`config.mk`:
```
export PLATFORM = sky130hd
export DESIGN_NAME = scroll_addr_regs
export DESIGN_NICKNAME = d
export VERILOG_FILES = /design/src/rtl/scroll_pkg.sv /design/src/rtl/scroll_cpu_port.sv /design/src/rtl/scroll_render_step.sv /design/src/rtl/scroll_addr_regs.sv
export SDC_FILE = /design/constraint.sdc
export NUM_CORES = 1
export LEC_CHECK = 0
export ABC_AREA = 1
export BUFFER_PORTS_ARGS = -buffer_cell sky130_fd_sc_hd__buf_2
export CAP_MARGIN = 15
export CELL_PAD_IN_SITES_DETAIL_PLACEMENT = 2
export CELL_PAD_IN_SITES_GLOBAL_PLACEMENT = 2
export CORE_MARGIN = 4
export CORE_UTILIZATION = 28
export CTS_BUF_LIST = sky130_fd_sc_hd__clkbuf_8
export DETAILED_ROUTE_END_ITERATION = 8
export PLACE_DENSITY_LB_ADDON = 0.05
export SYNTH_ARGS = -nofsm -noshare
export SYNTH_HDL_FRONTEND = slang
export SYNTH_SLANG_ARGS = --single-unit
```
`constraint.sdc`:
```
create_clock -name clk -period 1.8 [get_ports clk]
set_clock_uncertainty 0.2 [all_clocks]
set_input_delay 0.36 -clock clk [delete_from_list [all_inputs] [get_ports clk]]
set_output_delay 0.36 -clock clk [all_outputs]
set_load 0.005 [all_outputs]
```
`src/rtl/scroll_pkg.sv`:
```
package scroll_pkg;
  parameter int ADDR_W   = 15;
  parameter int DATA_W   = 8;
  parameter int FINE_W   = 3;
  parameter int COARSE_W = 5;
  parameter int SEL_W    = 2;

  localparam int CX_LO  = 0;
  localparam int CY_LO  = CX_LO + COARSE_W;
  localparam int NTX    = CY_LO + COARSE_W;
  localparam int NTY    = NTX + 1;
  localparam int FY_LO  = NTY + 1;
  localparam int CX_HI  = CY_LO - 1;
  localparam int CY_HI  = NTX - 1;
  localparam int FY_HI  = FY_LO + FINE_W - 1;

  localparam logic [COARSE_W-1:0] CX_LAST  = '1;
  localparam logic [COARSE_W-1:0] CY_VIS   = 5'd29;
  localparam logic [COARSE_W-1:0] CY_LAST  = '1;
  localparam logic [FINE_W-1:0]   FY_LAST  = '1;
  localparam logic [ADDR_W-1:0]   H_MASK   = 15'h041F;
  localparam logic [ADDR_W-1:0]   V_MASK   = 15'h7BE0;
  localparam logic [ADDR_W-1:0]   STEP_ROW = ADDR_W'(1) << COARSE_W;
  localparam logic [ADDR_W-1:0]   STEP_ONE = ADDR_W'(1);

  typedef enum logic [SEL_W-1:0] {
    SEL_CTRL   = 2'd0,
    SEL_SCROLL = 2'd1,
    SEL_ADDR   = 2'd2,
    SEL_NONE   = 2'd3
  } reg_sel_e;
endpackage

```
`src/rtl/scroll_cpu_port.sv`:
```
module scroll_cpu_port
  import scroll_pkg::*;
(
  input  logic              clk,
  input  logic              rst,
  input  logic              wr_en,
  input  logic [SEL_W-1:0]  wr_sel,
  input  logic [DATA_W-1:0] wr_data,
  input  logic              status_rd,
  output logic [ADDR_W-1:0] temp_q,
  output logic [FINE_W-1:0] fine_x_q,
  output logic              toggle_q,
  output logic              stride_q,
  output logic              load_cur,
  output logic [ADDR_W-1:0] load_val
);
  reg_sel_e sel;
  assign sel = reg_sel_e'(wr_sel);

  assign load_cur = wr_en && (sel == SEL_ADDR) && toggle_q;
  assign load_val = {temp_q[ADDR_W-1:DATA_W], wr_data};

  always_ff @(posedge clk) begin
    if (rst) begin
      temp_q   <= '0;
      fine_x_q <= '0;
      toggle_q <= 1'b0;
      stride_q <= 1'b0;
    end else begin
      if (wr_en) begin
        case (sel)
          SEL_CTRL: begin
            temp_q[NTY:NTX] <= wr_data[1:0];
            stride_q        <= wr_data[2];
          end
          SEL_SCROLL: begin
            if (!toggle_q) begin
              fine_x_q           <= wr_data[FINE_W-1:0];
              temp_q[CX_HI:CX_LO] <= wr_data[DATA_W-1:FINE_W];
              toggle_q           <= 1'b1;
            end else begin
              temp_q[FY_HI:FY_LO] <= wr_data[FINE_W-1:0];
              temp_q[CY_HI:CY_LO] <= wr_data[DATA_W-1:FINE_W];
              toggle_q            <= 1'b0;
            end
          end
          SEL_ADDR: begin
            if (!toggle_q) begin
              temp_q[ADDR_W-1:DATA_W] <= {1'b0, wr_data[ADDR_W-DATA_W-2:0]};
              toggle_q                <= 1'b1;
            end else begin
              temp_q[DATA_W-1:0] <= wr_data;
              toggle_q           <= 1'b0;
            end
          end
          default: ;
        endcase
      end
      if (status_rd) toggle_q <= 1'b0;
    end
  end
endmodule

```
`src/rtl/scroll_render_step.sv`:
```
module scroll_render_step
  import scroll_pkg::*;
(
  input  logic [ADDR_W-1:0] cur_i,
  input  logic [ADDR_W-1:0] temp_i,
  input  logic              inc_x_i,
  input  logic              inc_y_i,
  input  logic              copy_h_i,
  input  logic              copy_v_i,
  output logic [ADDR_W-1:0] next_o
);
  logic [ADDR_W-1:0] a;

  always_comb begin
    a = cur_i;
    if (inc_x_i) begin
      if (a[CX_HI:CX_LO] == CX_LAST) begin
        a[CX_HI:CX_LO] = '0;
        a[NTX]         = ~a[NTX];
      end else begin
        a[CX_HI:CX_LO] = a[CX_HI:CX_LO] + 1'b1;
      end
    end
    if (inc_y_i) begin
      if (a[FY_HI:FY_LO] != FY_LAST) begin
        a[FY_HI:FY_LO] = a[FY_HI:FY_LO] + 1'b1;
      end else begin
        a[FY_HI:FY_LO] = '0;
        if (a[CY_HI:CY_LO] == CY_VIS) begin
          a[CY_HI:CY_LO] = '0;
          a[NTY]         = ~a[NTY];
        end else if (a[CY_HI:CY_LO] == CY_LAST) begin
          a[CY_HI:CY_LO] = '0;
        end else begin
          a[CY_HI:CY_LO] = a[CY_HI:CY_LO] + 1'b1;
        end
      end
    end
    if (copy_h_i) a = (a & ~H_MASK) | (temp_i & H_MASK);
    if (copy_v_i) a = (a & ~V_MASK) | (temp_i & V_MASK);
    next_o = a;
  end
endmodule

```
`src/rtl/scroll_addr_regs.sv`:
```
module scroll_addr_regs
  import scroll_pkg::*;
(
  input  logic              clk,
  input  logic              rst,
  input  logic              cpu_wr,
  input  logic [SEL_W-1:0]  cpu_sel,
  input  logic [DATA_W-1:0] cpu_wdata,
  input  logic              data_access,
  input  logic              status_rd,
  input  logic              inc_coarse_x,
  input  logic              inc_y,
  input  logic              copy_horiz,
  input  logic              copy_vert,
  output logic [ADDR_W-1:0] cur_addr,
  output logic [FINE_W-1:0] fine_x
);
  logic [ADDR_W-1:0] temp_q;
  logic              toggle_q;
  logic              stride_q;
  logic              load_cur;
  logic [ADDR_W-1:0] load_val;
  logic [ADDR_W-1:0] render_next;
  logic [ADDR_W-1:0] step;

  scroll_cpu_port u_port (
    .clk       (clk),
    .rst       (rst),
    .wr_en     (cpu_wr),
    .wr_sel    (cpu_sel),
    .wr_data   (cpu_wdata),
    .status_rd (status_rd),
    .temp_q    (temp_q),
    .fine_x_q  (fine_x),
    .toggle_q  (toggle_q),
    .stride_q  (stride_q),
    .load_cur  (load_cur),
    .load_val  (load_val)
  );

  scroll_render_step u_step (
    .cur_i    (cur_addr),
    .temp_i   (temp_q),
    .inc_x_i  (inc_coarse_x),
    .inc_y_i  (inc_y),
    .copy_h_i (copy_horiz),
    .copy_v_i (copy_vert),
    .next_o   (render_next)
  );

  assign step = stride_q ? STEP_ROW : STEP_ONE;

  always_ff @(posedge clk) begin
    if (rst)              cur_addr <= '0;
    else if (load_cur)    cur_addr <= load_val;
    else if (data_access) cur_addr <= cur_addr + step;
    else if (!cpu_wr)     cur_addr <= render_next;
  end
endmodule

```
Yosys cells after proc, flatten, opt, wreduce, memory -nomap -nowiden
Cells that the tools add are included.

word-level totals
  word-level logic and storage cells = 69
  output and inout bits = 18
  bits in registers = 35

operators by class
  bitwise gates (word level) = 5
  equal/unequal tests = 11
  reduce and logical (&&, ||, !) cells = 14
  multiplexer cells = 27
  $add $sub $neg = 4

operator list
  cell                   number
  $mux W15               5
  $mux W5                8
  $pmux W10 S2           1
  $add A15 B6 Y15        1
  $eq A5 B5 Y1 const B   3
  $or A11 B15 Y15        1
  $or A15 B11 Y15        1
  $reduce_and A4 Y1      3
  $add A5 B1 Y5 const B  2
  $mux W8                1
  $mux W7                1
  $mux W3                2
  $mux W6                1
  $pmux W3 S2            1
  $reduce_and A3 Y1      2
  $mux W1                5
  $mux W4                1
  $ne A2 B1 Y1 const B   2
  $ne A2 B2 Y1 const B   2
  $pmux W2 S2            1
  $reduce_and A2 Y1      2
  $reduce_bool A2 Y1     2
  $reduce_or A2 Y1       2
  $add A3 B1 Y3 const B  1
  other kinds (7)        10

Logic depth before layout (Yosys ltp)
Gate-level depths: netlist of the first run.

  depth in word-level cells = 12
  depth in mapped cells = 14

Hierarchy
Synthesis of the first run repeated with hierarchy kept, for this count alone.

unflattened totals
  cell total of the unflattened synthesis = 496
  area total of the unflattened synthesis = 2982.9 um2

modules (own cells, without submodules)
  module              sequential area each (um2)  area each (um2)  instances  cells each
  scroll_cpu_port     400.4                       1221.2           1          186
  scroll_addr_regs    300.3                       1194.9           1          200
  scroll_render_step  0.0                         566.8            1          110

Worst setup path after synthesis of the first run
OpenSTA, ideal clock, no wires.

  kind = register to register
  from = register cur_addr[0]
  to = register cur_addr[10]
  stages on the path, launching flop included = 12
  data arrival time = 1.493 ns
  path buffers = 0
  clock period less this slack = 1.812 ns
  path slack = -0.012 ns
  path through = dfxtp_1 -> ha_1 -> ha_1 -> inv_1 -> nor2_1 -> nand2_1 -> nand2_1 -> nand2_1 -> nand2_1 -> nand2_1 -> o21ai_0 -> a21oi_1

on the way
  longest elaborated chain between the ends = 9

ends and longest elaborated chain
  what                    RTL line                  text
  from (decl)             scroll_addr_regs.sv:15    output logic [ADDR_W-1:0] cur_addr,
  from (signal assigned)  scroll_addr_regs.sv:55    else if (load_cur) cur_addr <= load_val;
  from (signal assigned)  scroll_addr_regs.sv:56    else if (data_access) cur_addr <= cur_addr + step;
  from (signal assigned)  scroll_addr_regs.sv:57    else if (!cpu_wr) cur_addr <= render_next;
  $eq A5 B5 Y1            scroll_render_step.sv:17  if (a[CX_HI:CX_LO] == CX_LAST) begin
  $mux W1                 scroll_render_step.sv:17
  $mux W1                 scroll_render_step.sv:16  if (inc_x_i) begin
  $mux W15                scroll_render_step.sv:39  if (copy_h_i) a = (a & ~H_MASK) | (temp_i & H_MASK);
  $or A11 B15 Y15         scroll_render_step.sv:40  if (copy_v_i) a = (a & ~V_MASK) | (temp_i & V_MASK);
  $mux W15                scroll_render_step.sv:40
  $mux W15                scroll_addr_regs.sv:57
  $mux W15 (*)            scroll_addr_regs.sv:56
  $mux W15 (*)            scroll_addr_regs.sv:55

Mark *: on every way between the ends. The rest lies on a longest branch, timed or not. The select of a mux whose other input is x is not followed.
A chain may end at the register's enable or synchronous reset.

Worst setup path after layout of the first run
  from = register u_port.stride_q
  to = register cur_addr[9]

on the way
  longest elaborated chain between the ends = 4

ends and longest elaborated chain
  what                    RTL line                text
  from (decl)             scroll_cpu_port.sv:13   output logic stride_q,
  from (signal assigned)  scroll_cpu_port.sv:34   stride_q <= wr_data[2];
  $mux W6                 scroll_addr_regs.sv:51  assign step = stride_q ? STEP_ROW : STEP_ONE;
  $add A15 B6 Y15         scroll_addr_regs.sv:56
  $mux W15                scroll_addr_regs.sv:56
  $mux W15                scroll_addr_regs.sv:55

No other way between the ends.

==> reports/qor_table.md, run 1 <==
| Item | Reported | Unit |
|---|---|---|
| Worst slew margin relative to its limit | 74.1 | % |
| Via count of the first global-routing pass | 3559 | - |
| Number of buffers inserted during clock tree synthesis | 5 | - |
| Post-synthesis share of cell area spent on and, or, nand and nor gates | 34.2 | % |
| Area share of fa/ha/maj cells after synthesis | 6.41 | % |
| Detailed-route DRC error count | 0 | - |
| Global-route wire length before repair | 19.1 | mm |
| Clock tree root buffer cell | sky130_fd_sc_hd__clkbuf_8 | - |
| Post-Syn Area | 0.00254 | mm² |
| Crit-path max FO | 3 | - |
| Switching component of the power | 774 | µW |
| Count of cell types in the netlist | 31 | - |
| Sequential element share of the synthesized area | 27.6 | % |
| CP bufs+invs | 1 | - |
| Fin Hold WS | 0.00561 | ns |
| Endpoint required time on the critical path | 1.84 | ns |
| Total negative slack | -0.265 | ns |
| Die Y-Extent | 103 | µm |
| Category of the worst setup path launch point | register | - |
| Share of post-route cells with drive strength above 1 | 43.0 | % |
| Peak clock frequency supported by timing | 536 | MHz |
| Overall routing resource usage | 23.6 | % |
| Synthesized Nets | 449 | - |
| Number of primary I/O pins | 37 | - |
| CP max stage cell | sky130_fd_sc_hd__dfxtp_2 | - |
| Area growth syn-to-layout | 55.5 | % |
| Mean instance size in the synthesized netlist | 6.08 | µm² |
| Part of the power in combinational logic | 29.9 | % |
| Effective utilization at floorplan | 28.9 | % |
| FILL cells | 1056 | - |
| Delay contributed by the slowest stage of the critical path | 0.34 | ns |
| Yosys reg bits | 35 | - |
| Total half-perimeter wirelength after legalization and detailed placement | 9.15 | mm |
| Post-Synth XOR/XNOR Area | 1.04 | % |
| Dominant delay contributor by cell family on the critical path | simple AND/OR/NAND/NOR gates | - |
| CTS sink count | 35 | - |
| Highest metal layer with signal wires | met4 | - |
| Routed metal-1 wire length | 5.77 | mm |
| Antenna violations before repair | 0 | - |
| Cells after Synth | 417 | - |
| Number of buffers inserted by port buffering | 36 | - |
| Run status | complete, but fails checks | - |
| Later-pin clock latency in the skew report | 0.30 | ns |
| Final setup vio count | 8 | - |
| Routed wire length | 12.5 | mm |
| Avg WL per Cell | 19.7 | µm |
| Final setup slack of the worst path | -0.0648 | ns |
| Number of buffers inserted by hold repair at cts | 0 | - |
| Worst-case clock buffer depth | 2 | - |
| Pleak | 1.84 | nW |
| Largest net degree at the start of global routing | 23 | - |
| CP cell instances | buf_6 > ha_4 > nand2_4 > nor2_4 > nand2_2 > nand2_4 > nand2_2 > or2_0 > nand3_1 > nand2_1 > a21oi_2 | - |
| Placer's final routability congestion estimate | 0.836 | - |
| Count of antenna diodes in the layout | 0 | - |
| Commonest non-fill, non-tap cell in the layout | sky130_fd_sc_hd__nand2_1 | - |
| Most frequent cells in the layout | sky130_fd_sc_hd__nand2_1 (95), sky130_fd_sc_hd__buf_4 (65), sky130_fd_sc_hd__inv_1 (48) | - |
| H-tree depth reported by CTS | 2 | - |
| Avg Vias per Cell | 5.18 | - |
| Endpoint class of the critical path | register | - |
| Count of antenna-violating nets left after detailed routing | 0 | - |
| CP Class | reg -> reg | - |
| Overall overflow remaining after global route | 0 | - |
| Die X | 103 | µm |
| Proportion of synthesized area in mux cells | 0 | % |
| Area enclosed by the die boundary | 0.0106 | mm² |
| Violation count after the first detailed-routing iteration | 78 | - |
| Total power of the final layout | 2.14 | mW |
| Detailed-router iteration count before antenna repair | 4 | - |
| Worst Hold Class | in -> reg | - |
| Switching power as a share of total power | 36.2 | % |
| Largest vdd supply drop | 0.254 | mV |
| Routed length on met3 | 387 | µm |
| Final Max Tran Viols | 0 | - |
| Total of max-cap violations | 0 | - |
| Arrival @ worst endpoint | 1.90 | ns |
| Cell Pwr Density | 543 | mW/mm² |
| Internal power | 1.37 | mW |
| Number of placement rows | 34 | - |
| Share of the clock period used by the worst path | 104 | % |
| Portion of total power attributed to the clock network | 28.7 | % |
| Failing checks | setup timing | - |
| Clock slew at reported path FFs | 0.09 | ns |
| Main combinational cell family by area after synthesis | simple AND/OR/NAND/NOR gates | - |
| Portion of total power attributed to sequential cells | 41.5 | % |
| Count of warnings emitted by yosys | 0 | - |
| Endpoints failing hold | 0 | - |
| Number of nets in the layout | 557 | - |
| Minimum clock period after layout | 1.86 | ns |
| Setup repair after global routing missed its margin | yes | - |
| Detailed-route via count | 3283 | - |
| Core region area | 0.00876 | mm² |
| Routed wire length on met2 | 6.24 | mm |
| TritonCTS clock tree | built | - |
| Slew at the pin with the worst max-slew slack | 0.385 | ns |
| Share of the synthesized area in compound gates (AO/OA/AOI/OAI) | 20.7 | % |
Yosys cell counts:
cell	instances	area (µm²)
sky130_fd_sc_hd__nand3_2	1	10.0
sky130_fd_sc_hd__nor2_2	1	6.26
sky130_fd_sc_hd__clkbuf_1	4	15.0
sky130_fd_sc_hd__xnor2_1	1	8.76
sky130_fd_sc_hd__o21ai_0	39	195
sky130_fd_sc_hd__or2_0	2	12.5
sky130_fd_sc_hd__nor2_1	31	116
sky130_fd_sc_hd__inv_2	3	11.3
sky130_fd_sc_hd__o221ai_1	1	8.76
sky130_fd_sc_hd__dfxtp_1	35	701
sky130_fd_sc_hd__nand3b_1	1	7.51
sky130_fd_sc_hd__a211oi_1	1	7.51
sky130_fd_sc_hd__nand2_1	121	454
sky130_fd_sc_hd__o31ai_1	1	7.51
sky130_fd_sc_hd__inv_1	55	206
sky130_fd_sc_hd__a21oi_2	3	26.3
sky130_fd_sc_hd__o21bai_1	1	7.51
sky130_fd_sc_hd__xor2_1	2	17.5
sky130_fd_sc_hd__nand2_4	3	33.8
sky130_fd_sc_hd__a31oi_1	5	31.3
sky130_fd_sc_hd__a21oi_1	41	205
sky130_fd_sc_hd__ha_1	13	163
sky130_fd_sc_hd__o22ai_1	2	12.5
sky130_fd_sc_hd__nand4_1	3	18.8
sky130_fd_sc_hd__nor3_1	3	15.0
sky130_fd_sc_hd__o211ai_1	2	15.0
sky130_fd_sc_hd__o2111ai_1	1	8.76
sky130_fd_sc_hd__buf_2	4	20.0
sky130_fd_sc_hd__nand3_1	30	150
sky130_fd_sc_hd__nand2_2	6	37.5
sky130_fd_sc_hd__nor4_1	1	6.26
cell families after synthesis:
logic type | Yosys count
DFF | 35
AOI/OAI and AO/OA | 97
xor gates and xnor gates | 3
buffers and inverters | 66
adders and majority gates | 13
and+or+nand+nor | 203
repair_timing:
action,CTS,global route
resized for setup,76,64
endpoints found under the setup margin,14,14
pin swaps,34,41
gates cloned,0,0
buffers inserted,5,5
area by class of cell:
type	instances	area [µm²]	area share, %
Clock buffer	5	68.8	1.75
Timing Repair Buffer	109	767	19.5
Clock inverter	3	16.3	0.413
Tap cell	108	135	3.43
Multi-Input combinational cell	316	2010	51.0
Inverter	58	225	5.71
Sequential cell	35	721	18.3
power groups by stage:
stage,clock (mW),combinational (mW),sequential [mW]
6_report,0.614,0.639,0.887
3_5_place_dp,0,0.542,0.891
2_1_floorplan,0,0.255,0.889
5_1_grt,0.661,0.706,0.894
3_3_place_gp,0,0.521,0.888
4_1_cts,0.633,0.585,0.881
worst register-to-register path, delay by kind of cell (launching register included):
kind	cells	cell delay, ns
and+or+nand+nor	8	0.75
buffers and inverters	1	0.12
AOI/OAI and AO/OA	1	0.11
DFF	1	0.34
adders and majority gates	1	0.30
per-layer routing:
metal  vias to the layer above  global-route usage (%)
met5                         -                       0
met4                         0                    4.78
met3                        10                    2.41
met2                        68                    42.5
met1                      1631                    30.4
li1                       1574                       -
final timing paths:
check                                           to          startpoint  cells past startpoint  slack [ns]
worst max-delay path                   cur_addr[9]     u_port.stride_q                     11       -0.06
worst min-delay path               u_port.toggle_q           status_rd                      2       0.006
worst min register to register  u_port.fine_x_q[2]  u_port.fine_x_q[2]                      2        0.25
worst max register to register         cur_addr[9]     u_port.stride_q                     11       -0.06
state kept, by name, summed over array words and instances, names as in the netlist:
signal and flops:
u_port.temp_q 15, u_port.stride_q 1, u_port.toggle_q 1, cur_addr 15, u_port.fine_x_q 3
stage by stage:
stage | area [µm²] | setup slack (ns) | utilization (%) | instances
2_1_floorplan | 2540 | 0.0222 | - | 417
3_3_place_gp | 3310 | -0.182 | 37.8 | 617
3_5_place_dp | 3310 | -0.279 | 37.8 | 617
4_1_cts | 3700 | -0.0891 | 42.2 | 630
5_1_grt | 3940 | -0.174 | 45.0 | 634
6_report | 3940 | -0.0648 | 45.0 | 634
Note: power is estimated with default switching activity, not from simulation.
==> run 2: changes to the inputs <==
CORE_UTILIZATION = 31   (was 28)
clock period = 2.1 ns   (was 1.8 ns; I/O delays follow)
==> reports/qor_table.md, run 2 (same netlist as run 1, synthesis figures left out) <==
| Item | Reported | Unit | Delta |
|---|---|---|---|
| Number of setup buffers added after CTS | 0 | - | -5 |
| Largest vdd supply drop | 0.202 | mV | -20% |
| Area enclosed by the die boundary | 0.00969 | mm² | -8.9% |
| CTS sink count | 35 | - | unchanged |
| Total half-perimeter wirelength after legalization and detailed placement | 8.47 | mm | -7.4% |
| Effective utilization at floorplan | 32.3 | % | +3.4 points |
| Area growth syn-to-layout | 22.8 | % |  |
| Setup repair after global routing missed its margin | yes | - |  |
| Placer's final routability congestion estimate | 0.842 | - | +0.77% |
| Share of post-route cells with drive strength above 1 | 20.3 | % | -23 points |
| Category of the worst setup path launch point | register | - |  |
| Number of buffers inserted by port buffering | 36 | - | unchanged |
| Later-pin clock latency in the skew report | 0.30 | ns | about the same |
| Worst Hold Class | in -> reg | - |  |
| Post-route standard cell area excluding fillers | 0.00311 | mm² | -21% |
| Endpoint required time on the critical path | 2.08 | ns | +0.24 ns |
| Hold path startpoint | status_rd | - |  |
| Number of buffers inserted during clock tree synthesis | 5 | - | unchanged |
| Largest net degree at the start of global routing | 23 | - | unchanged |
| Most frequent cells in the layout | sky130_fd_sc_hd__nand2_1 (120), sky130_fd_sc_hd__inv_1 (56), sky130_fd_sc_hd__a21oi_1 (41) | - |  |
| Reg2Reg Launch Point | u_port.stride_q | - |  |
| Part of the power in combinational logic | 24.0 | % | -5.9 points |
| Crit-path max FO | 4 | - | +1 |
| Detailed-router iteration count before antenna repair | 4 | - | unchanged |
| Post-placement setup slack | -0.0842 | ns | +0.195 ns |
| Clock slew at reported path FFs | 0.08 | ns | about the same |
| Worst slew margin relative to its limit | 51.9 | % | -22 points |
| Via count of the first global-routing pass | 3295 | - | -7.4% |
| Endpoint class of the critical path | register | - |  |
| Worst setup startpoint | u_port.stride_q | - |  |
| Number of primary I/O pins | 37 | - | unchanged |
| Minimum clock period after layout | 1.97 | ns | +0.102 ns |
| Largest registers ranked by flip-flop count | cur_addr: 15 flops, u_port.temp_q: 15 flops, u_port.fine_x_q: 3 flops | - |  |
| Portion of total power attributed to sequential cells | 44.8 | % | +3.3 points |
| Pleak | 1.50 | nW | -19% |
| Count of antenna-violating nets left after detailed routing | 0 | - | unchanged |
| Violation count after the first detailed-routing iteration | 74 | - | -5.1% |
| Detailed-route via count | 3015 | - | -8.2% |
| Run status | finished clean | - |  |
| TritonCTS clock tree | built | - |  |
| Count of placed standard cells including taps | 572 | - | -7.3% |
| Switching power as a share of total power | 35.5 | % | -0.70 points |
| Final setup slack of the worst path | 0.133 | ns | +0.198 ns |
| Endpoints failing hold | 0 | - | unchanged |
| Core region area | 0.00785 | mm² | -10% |
| Detailed-route DRC error count | 0 | - | unchanged |
| Final Max Tran Viols | 0 | - | unchanged |
| Post-detailed-placement cell area | 0.00300 | mm² | -9.5% |
| Total of max-cap violations | 0 | - | unchanged |
| Routed wire length | 10.7 | mm | -15% |
| H-tree depth reported by CTS | 2 | - | unchanged |
| CP Class | reg -> reg | - |  |
| Worst-case clock buffer depth | 2 | - | unchanged |
| Final setup vio count | 0 | - | -8 |
| Switching component of the power | 598 | µW | -23% |
| Die X | 98.5 | µm | -4.6% |
| Fin Hold WS | 0.0850 | ns | +0.0794 ns |
| Number of nets in the layout | 509 | - | -8.6% |
| Share of the clock period used by the worst path | 93.7 | % | -9.9 points |
| Cell Pwr Density | 541 | mW/mm² | -0.23% |
| Die Y-Extent | 98.5 | µm | -4.6% |
| Count of antenna diodes in the layout | 0 | - | unchanged |
| Number of placement rows | 32 | - | -5.9% |
| Portion of total power attributed to the clock network | 31.2 | % | +2.5 points |
| Peak clock frequency supported by timing | 508 | MHz | -5.2% |
| Arrival @ worst endpoint | 1.95 | ns | +0.05 ns |
| Global-route wire length before repair | 17.4 | mm | -8.8% |
| Commonest non-fill, non-tap cell in the layout | sky130_fd_sc_hd__nand2_1 | - |  |
| Avg WL per Cell | 18.4 | µm | -6.6% |
| Avg Vias per Cell | 5.20 | - | +0.39% |
| Antenna violations before repair | 0 | - | unchanged |
| Internal power | 1.09 | mW | -20% |
| Fin util | 39.7 | % | -5.3 points |
| Clock tree root buffer cell | sky130_fd_sc_hd__clkbuf_8 | - |  |
| Final standard cell count with taps included and fillers excluded | 580 | - | -8.5% |
| Slew at the pin with the worst max-slew slack | 0.720 | ns | +0.336 ns |
| Overall overflow remaining after global route | 0 | - | unchanged |
| Overall routing resource usage | 22.5 | % | -1.1 points |
[run 2: cell count changes in the layout (fill, tap and decap cells not counted), moves of 12 or more]
cell,delta
sky130_fd_sc_hd__nand2_1,+25
sky130_fd_sc_hd__nand2_2,-20
sky130_fd_sc_hd__nor2_1,+12
sky130_fd_sc_hd__nand3_1,+12
sky130_fd_sc_hd__buf_4,-40
[run 2: power by group through the flow]
stage / clock (mW) / combinational (mW) / sequential, mW
after floorplan: 0 / 0.219 / 0.762
after global placement: 0 / 0.382 / 0.767
after global routing: 0.566 / 0.453 / 0.764
after CTS: 0.533 / 0.403 / 0.755
final: 0.526 / 0.406 / 0.755
after detailed placement: 0 / 0.398 / 0.770
[run 2: layout make-up]
cell class              instances  area (µm²)
flip-flops and latches         35         708
clock buffers                   5        68.8
well taps                     102         128
clock inverters                 3        16.3
fillers                      1035        4730
multi-input cells             316        1610
inverters                      58         218
repair buffers                 61         368
[run 2: metal layers]
metal | share of wire [%] | GRT usage, % | vias to the layer above
li1 | - | - | 1483
met1 | 47 | 30.3 | 1477
met2 | 49 | 38.6 | 45
met3 | 3.3 | 2.62 | 10
met4 | 1.1 | 4.73 | 0
met5 | 0 | 0 | -
[run 2: worst paths after layout]
| kind | slack, ns | cells after the start | endpoint |
|---|---|---|---|
| hold reg to reg | 0.25 | 2 | u_port.fine_x_q[1] |
| hold / removal | 0.08 | 2 | u_port.toggle_q |
| setup / recovery | 0.13 | 12 | cur_addr[13] |
| setup reg to reg | 0.13 | 12 | cur_addr[13] |
[run 2: metrics by stage]
stage / power, mW / TNS, ns
2_1_floorplan: 0.980 / 0
3_3_place_gp: 1.15 / 0
3_5_place_dp: 1.17 / -0.129
4_1_cts: 1.69 / 0
5_1_grt: 1.78 / -0.0273
6_report: 1.69 / 0
[run 2: timing repair]
action | 4_1_cts | 5_1_grt
hold buffers | 0 | 0
endpoints found under the setup margin | 4 | 11
resized for setup | 2 | 14
pin swaps | 0 | 1
[run 2: critical path: stages (launching register included)]
cell and delay [ns]:
sky130_fd_sc_hd__dfxtp_1 0.33, sky130_fd_sc_hd__inv_1 0.10, sky130_fd_sc_hd__ha_2 0.19, sky130_fd_sc_hd__buf_4 0.11, sky130_fd_sc_hd__nand3_2 0.10, sky130_fd_sc_hd__nor2_1 0.24
sky130_fd_sc_hd__nand3_1 0.19, sky130_fd_sc_hd__nand2_1 0.10, sky130_fd_sc_hd__nand2_1 0.05, sky130_fd_sc_hd__nand3_1 0.07, sky130_fd_sc_hd__nand2_1 0.06, sky130_fd_sc_hd__nand2_1 0.05
sky130_fd_sc_hd__a21oi_1 0.05
==> run 3: changes to the inputs <==
CORE_ASPECT_RATIO = 1.25   (was default)
==> reports/qor_table.md, run 3 (same netlist as run 1, synthesis figures left out) <==
| Item | Reported | Unit | Delta |
|---|---|---|---|
| Slew at the pin with the worst max-slew slack | 0.409 | ns | -0.312 ns |
| Effective utilization at floorplan | 32.2 | % | -0.14 points |
| CP max stage cell | sky130_fd_sc_hd__ha_2 | - |  |
| Total power of the final layout | 1.74 | mW | +3.1% |
| Detailed-router iteration count before antenna repair | 6 | - | +2 |
| Placer's final routability congestion estimate | 0.892 | - | +5.9% |
| CP bufs+invs | 0 | - | -2 |
| Delay contributed by the slowest stage of the critical path | 0.37 | ns | +0.04 ns |
| CP Class | reg -> reg | - |  |
| Number of setup buffers added after CTS | 0 | - | unchanged |
| Pleak | 1.53 | nW | +2.0% |
| Detailed-route DRC error count | 0 | - | unchanged |
| Switching component of the power | 577 | µW | -3.5% |
| Worst slew margin relative to its limit | 72.7 | % | +21 points |
| Arrival @ worst endpoint | 1.98 | ns | +0.03 ns |
| Fin util | 40.0 | % | +0.32 points |
| Largest net degree at the start of global routing | 21 | - | -8.7% |
| Clock slew at reported path FFs | 0.08 | ns | about the same |
| Peak clock frequency supported by timing | 516 | MHz | +1.4% |
| FILL cells | 1015 | - | -1.9% |
| CTS sink count | 35 | - | unchanged |
| Most common cell on crit path | sky130_fd_sc_hd__nand2_1 | - |  |
| Endpoint class of the critical path | register | - |  |
| Minimum clock period after layout | 1.94 | ns | -0.0279 ns |
| Worst Hold Class | in -> reg | - |  |
| Number of nets in the layout | 510 | - | +0.20% |
| Area growth syn-to-layout | 24.3 | % |  |
| Number of buffers inserted by port buffering | 36 | - | unchanged |
| Endpoint required time on the critical path | 2.15 | ns | +0.07 ns |
| Total half-perimeter wirelength after legalization and detailed placement | 8.64 | mm | +2.0% |
| Worst-case clock buffer depth | 2 | - | unchanged |
| Routed wire length | 10.5 | mm | -1.5% |
| Part of the power in combinational logic | 23.5 | % | -0.5 points |
| TritonCTS clock tree | built | - |  |
| Number of primary I/O pins | 37 | - | unchanged |
| Final setup vio count | 0 | - | unchanged |
| Avg WL per Cell | 18.4 | µm | -0.45% |
| Overall overflow remaining after global route | 0 | - | unchanged |
| Global-route wire length before repair | 17.0 | mm | -2.2% |
| Core region area | 0.00788 | mm² | +0.45% |
| Die X | 88.9 | µm | -9.7% |
| Violation count after the first detailed-routing iteration | 108 | - | +46% |
| Avg Vias per Cell | 5.23 | - | +0.61% |
| Commonest non-fill, non-tap cell in the layout | sky130_fd_sc_hd__nand2_1 | - |  |
| Portion of total power attributed to the clock network | 33.2 | % | +2.0 points |
| Count of placed standard cells including taps | 566 | - | -1.0% |
| H-tree depth reported by CTS | 2 | - | unchanged |
| Count of antenna diodes in the layout | 0 | - | unchanged |
| Area enclosed by the die boundary | 0.00970 | mm² | about the same |
| Switching power as a share of total power | 33.2 | % | -2.2 points |
| Dominant delay contributor by cell family on the critical path | simple AND/OR/NAND/NOR gates | - |  |
| Share of post-route cells with drive strength above 1 | 19.6 | % | -0.67 points |
| Final Max Tran Viols | 0 | - | unchanged |
| Detailed-route via count | 3002 | - | -0.43% |
| Run status | finished clean | - |  |
| Cell Pwr Density | 551 | mW/mm² | +1.8% |
| Number of buffers inserted during clock tree synthesis | 5 | - | unchanged |
| Later-pin clock latency in the skew report | 0.30 | ns | about the same |
| Largest registers ranked by flip-flop count | cur_addr: 15 flops, u_port.temp_q: 15 flops, u_port.fine_x_q: 3 flops | - |  |
| Largest vdd supply drop | 0.262 | mV | +29% |
| Via count of the first global-routing pass | 3325 | - | +0.91% |
| Antenna violations before repair | 0 | - | unchanged |
| Final standard cell count with taps included and fillers excluded | 574 | - | -1.0% |
| Endpoints failing hold | 0 | - | unchanged |
| Category of the worst setup path launch point | register | - |  |
| Internal power | 1.16 | mW | +6.7% |
| Share of the clock period used by the worst path | 92.3 | % | -1.3 points |
| Portion of total power attributed to sequential cells | 43.3 | % | -1.5 points |
| Number of placement rows | 36 | - | +13% |
| Count of antenna-violating nets left after detailed routing | 0 | - | unchanged |
| Overall routing resource usage | 23.1 | % | +0.60 points |
| CP cell instances | ha_2 > nand2_1 > nor2_1 > nand2_1 > nand2_2 > nand2_1 > or2_0 > nand3_1 > nand2_1 > a21oi_2 | - |  |
| Clock tree root buffer cell | sky130_fd_sc_hd__clkbuf_8 | - |  |
| Most frequent cells in the layout | sky130_fd_sc_hd__nand2_1 (121), sky130_fd_sc_hd__inv_1 (56), sky130_fd_sc_hd__a21oi_1 (41) | - |  |
| Total of max-cap violations | 0 | - | unchanged |
| Setup repair after global routing missed its margin | yes | - |  |
| Die Y-Extent | 109 | µm | +11% |
| Crit-path max FO | 4 | - | unchanged |
-- run 3: through the flow --
stage          TNS (ns)  hold WS, ns  area (µm²)  setup slack, ns
2_1_floorplan         0        0.224        2540            0.262
3_3_place_gp          0        0.229        3020           0.0787
3_5_place_dp   -0.00894        0.237        3020         -0.00894
4_1_cts               0       0.0701        3120           0.0505
5_1_grt         -0.0201       0.0757        3150          -0.0201
6_report              0       0.0736        3150            0.161
-- run 3: worst paths after layout --
check	startpoint	end	slack, ns	depth (start not counted)
worst max-delay path	cur_addr[5]	cur_addr[9]	0.16	10
worst min-delay path	status_rd	u_port.toggle_q	0.07	2
worst min register to register	u_port.fine_x_q[1]	u_port.fine_x_q[1]	0.25	2
worst max register to register	cur_addr[5]	cur_addr[9]	0.16	10
-- run 3: power groups by stage --
stage          clock, mW  sequential [mW]  combinational (mW)
4_1_cts            0.594            0.752               0.412
3_3_place_gp           0            0.763               0.395
2_1_floorplan          0            0.762               0.219
5_1_grt            0.612            0.760               0.461
6_report           0.577            0.753               0.408
3_5_place_dp           0            0.767               0.407
-- run 3: layout make-up --
type	instances	area [µm²]	area share, %
clock buffers	7	96.3	3.06
inverters	58	218	6.90
repair buffers	62	400	12.7
multi-input cells	316	1610	51.2
flip-flops and latches	35	703	22.3
well taps	95	119	3.77
clock inverters	1	3.75	0.119
-- run 3: repair_timing --
action | in CTS | in global routing
endpoints found under the setup margin | 0 | 9
hold buffers | 0 | 0
gates resized for setup | 0 | 12
endpoints found under the hold margin | 0 | 0
-- run 3: per-layer routing --
layer	vias up	wire length, µm	part of all wire (%)	track usage (%)
li1	1480	-	-	-
met4	0	152	1.4	5.83
met5	-	0	0	0
met3	12	263	2.5	2.87
met1	1465	4650	44	28.0
met2	45	5470	52	42.1
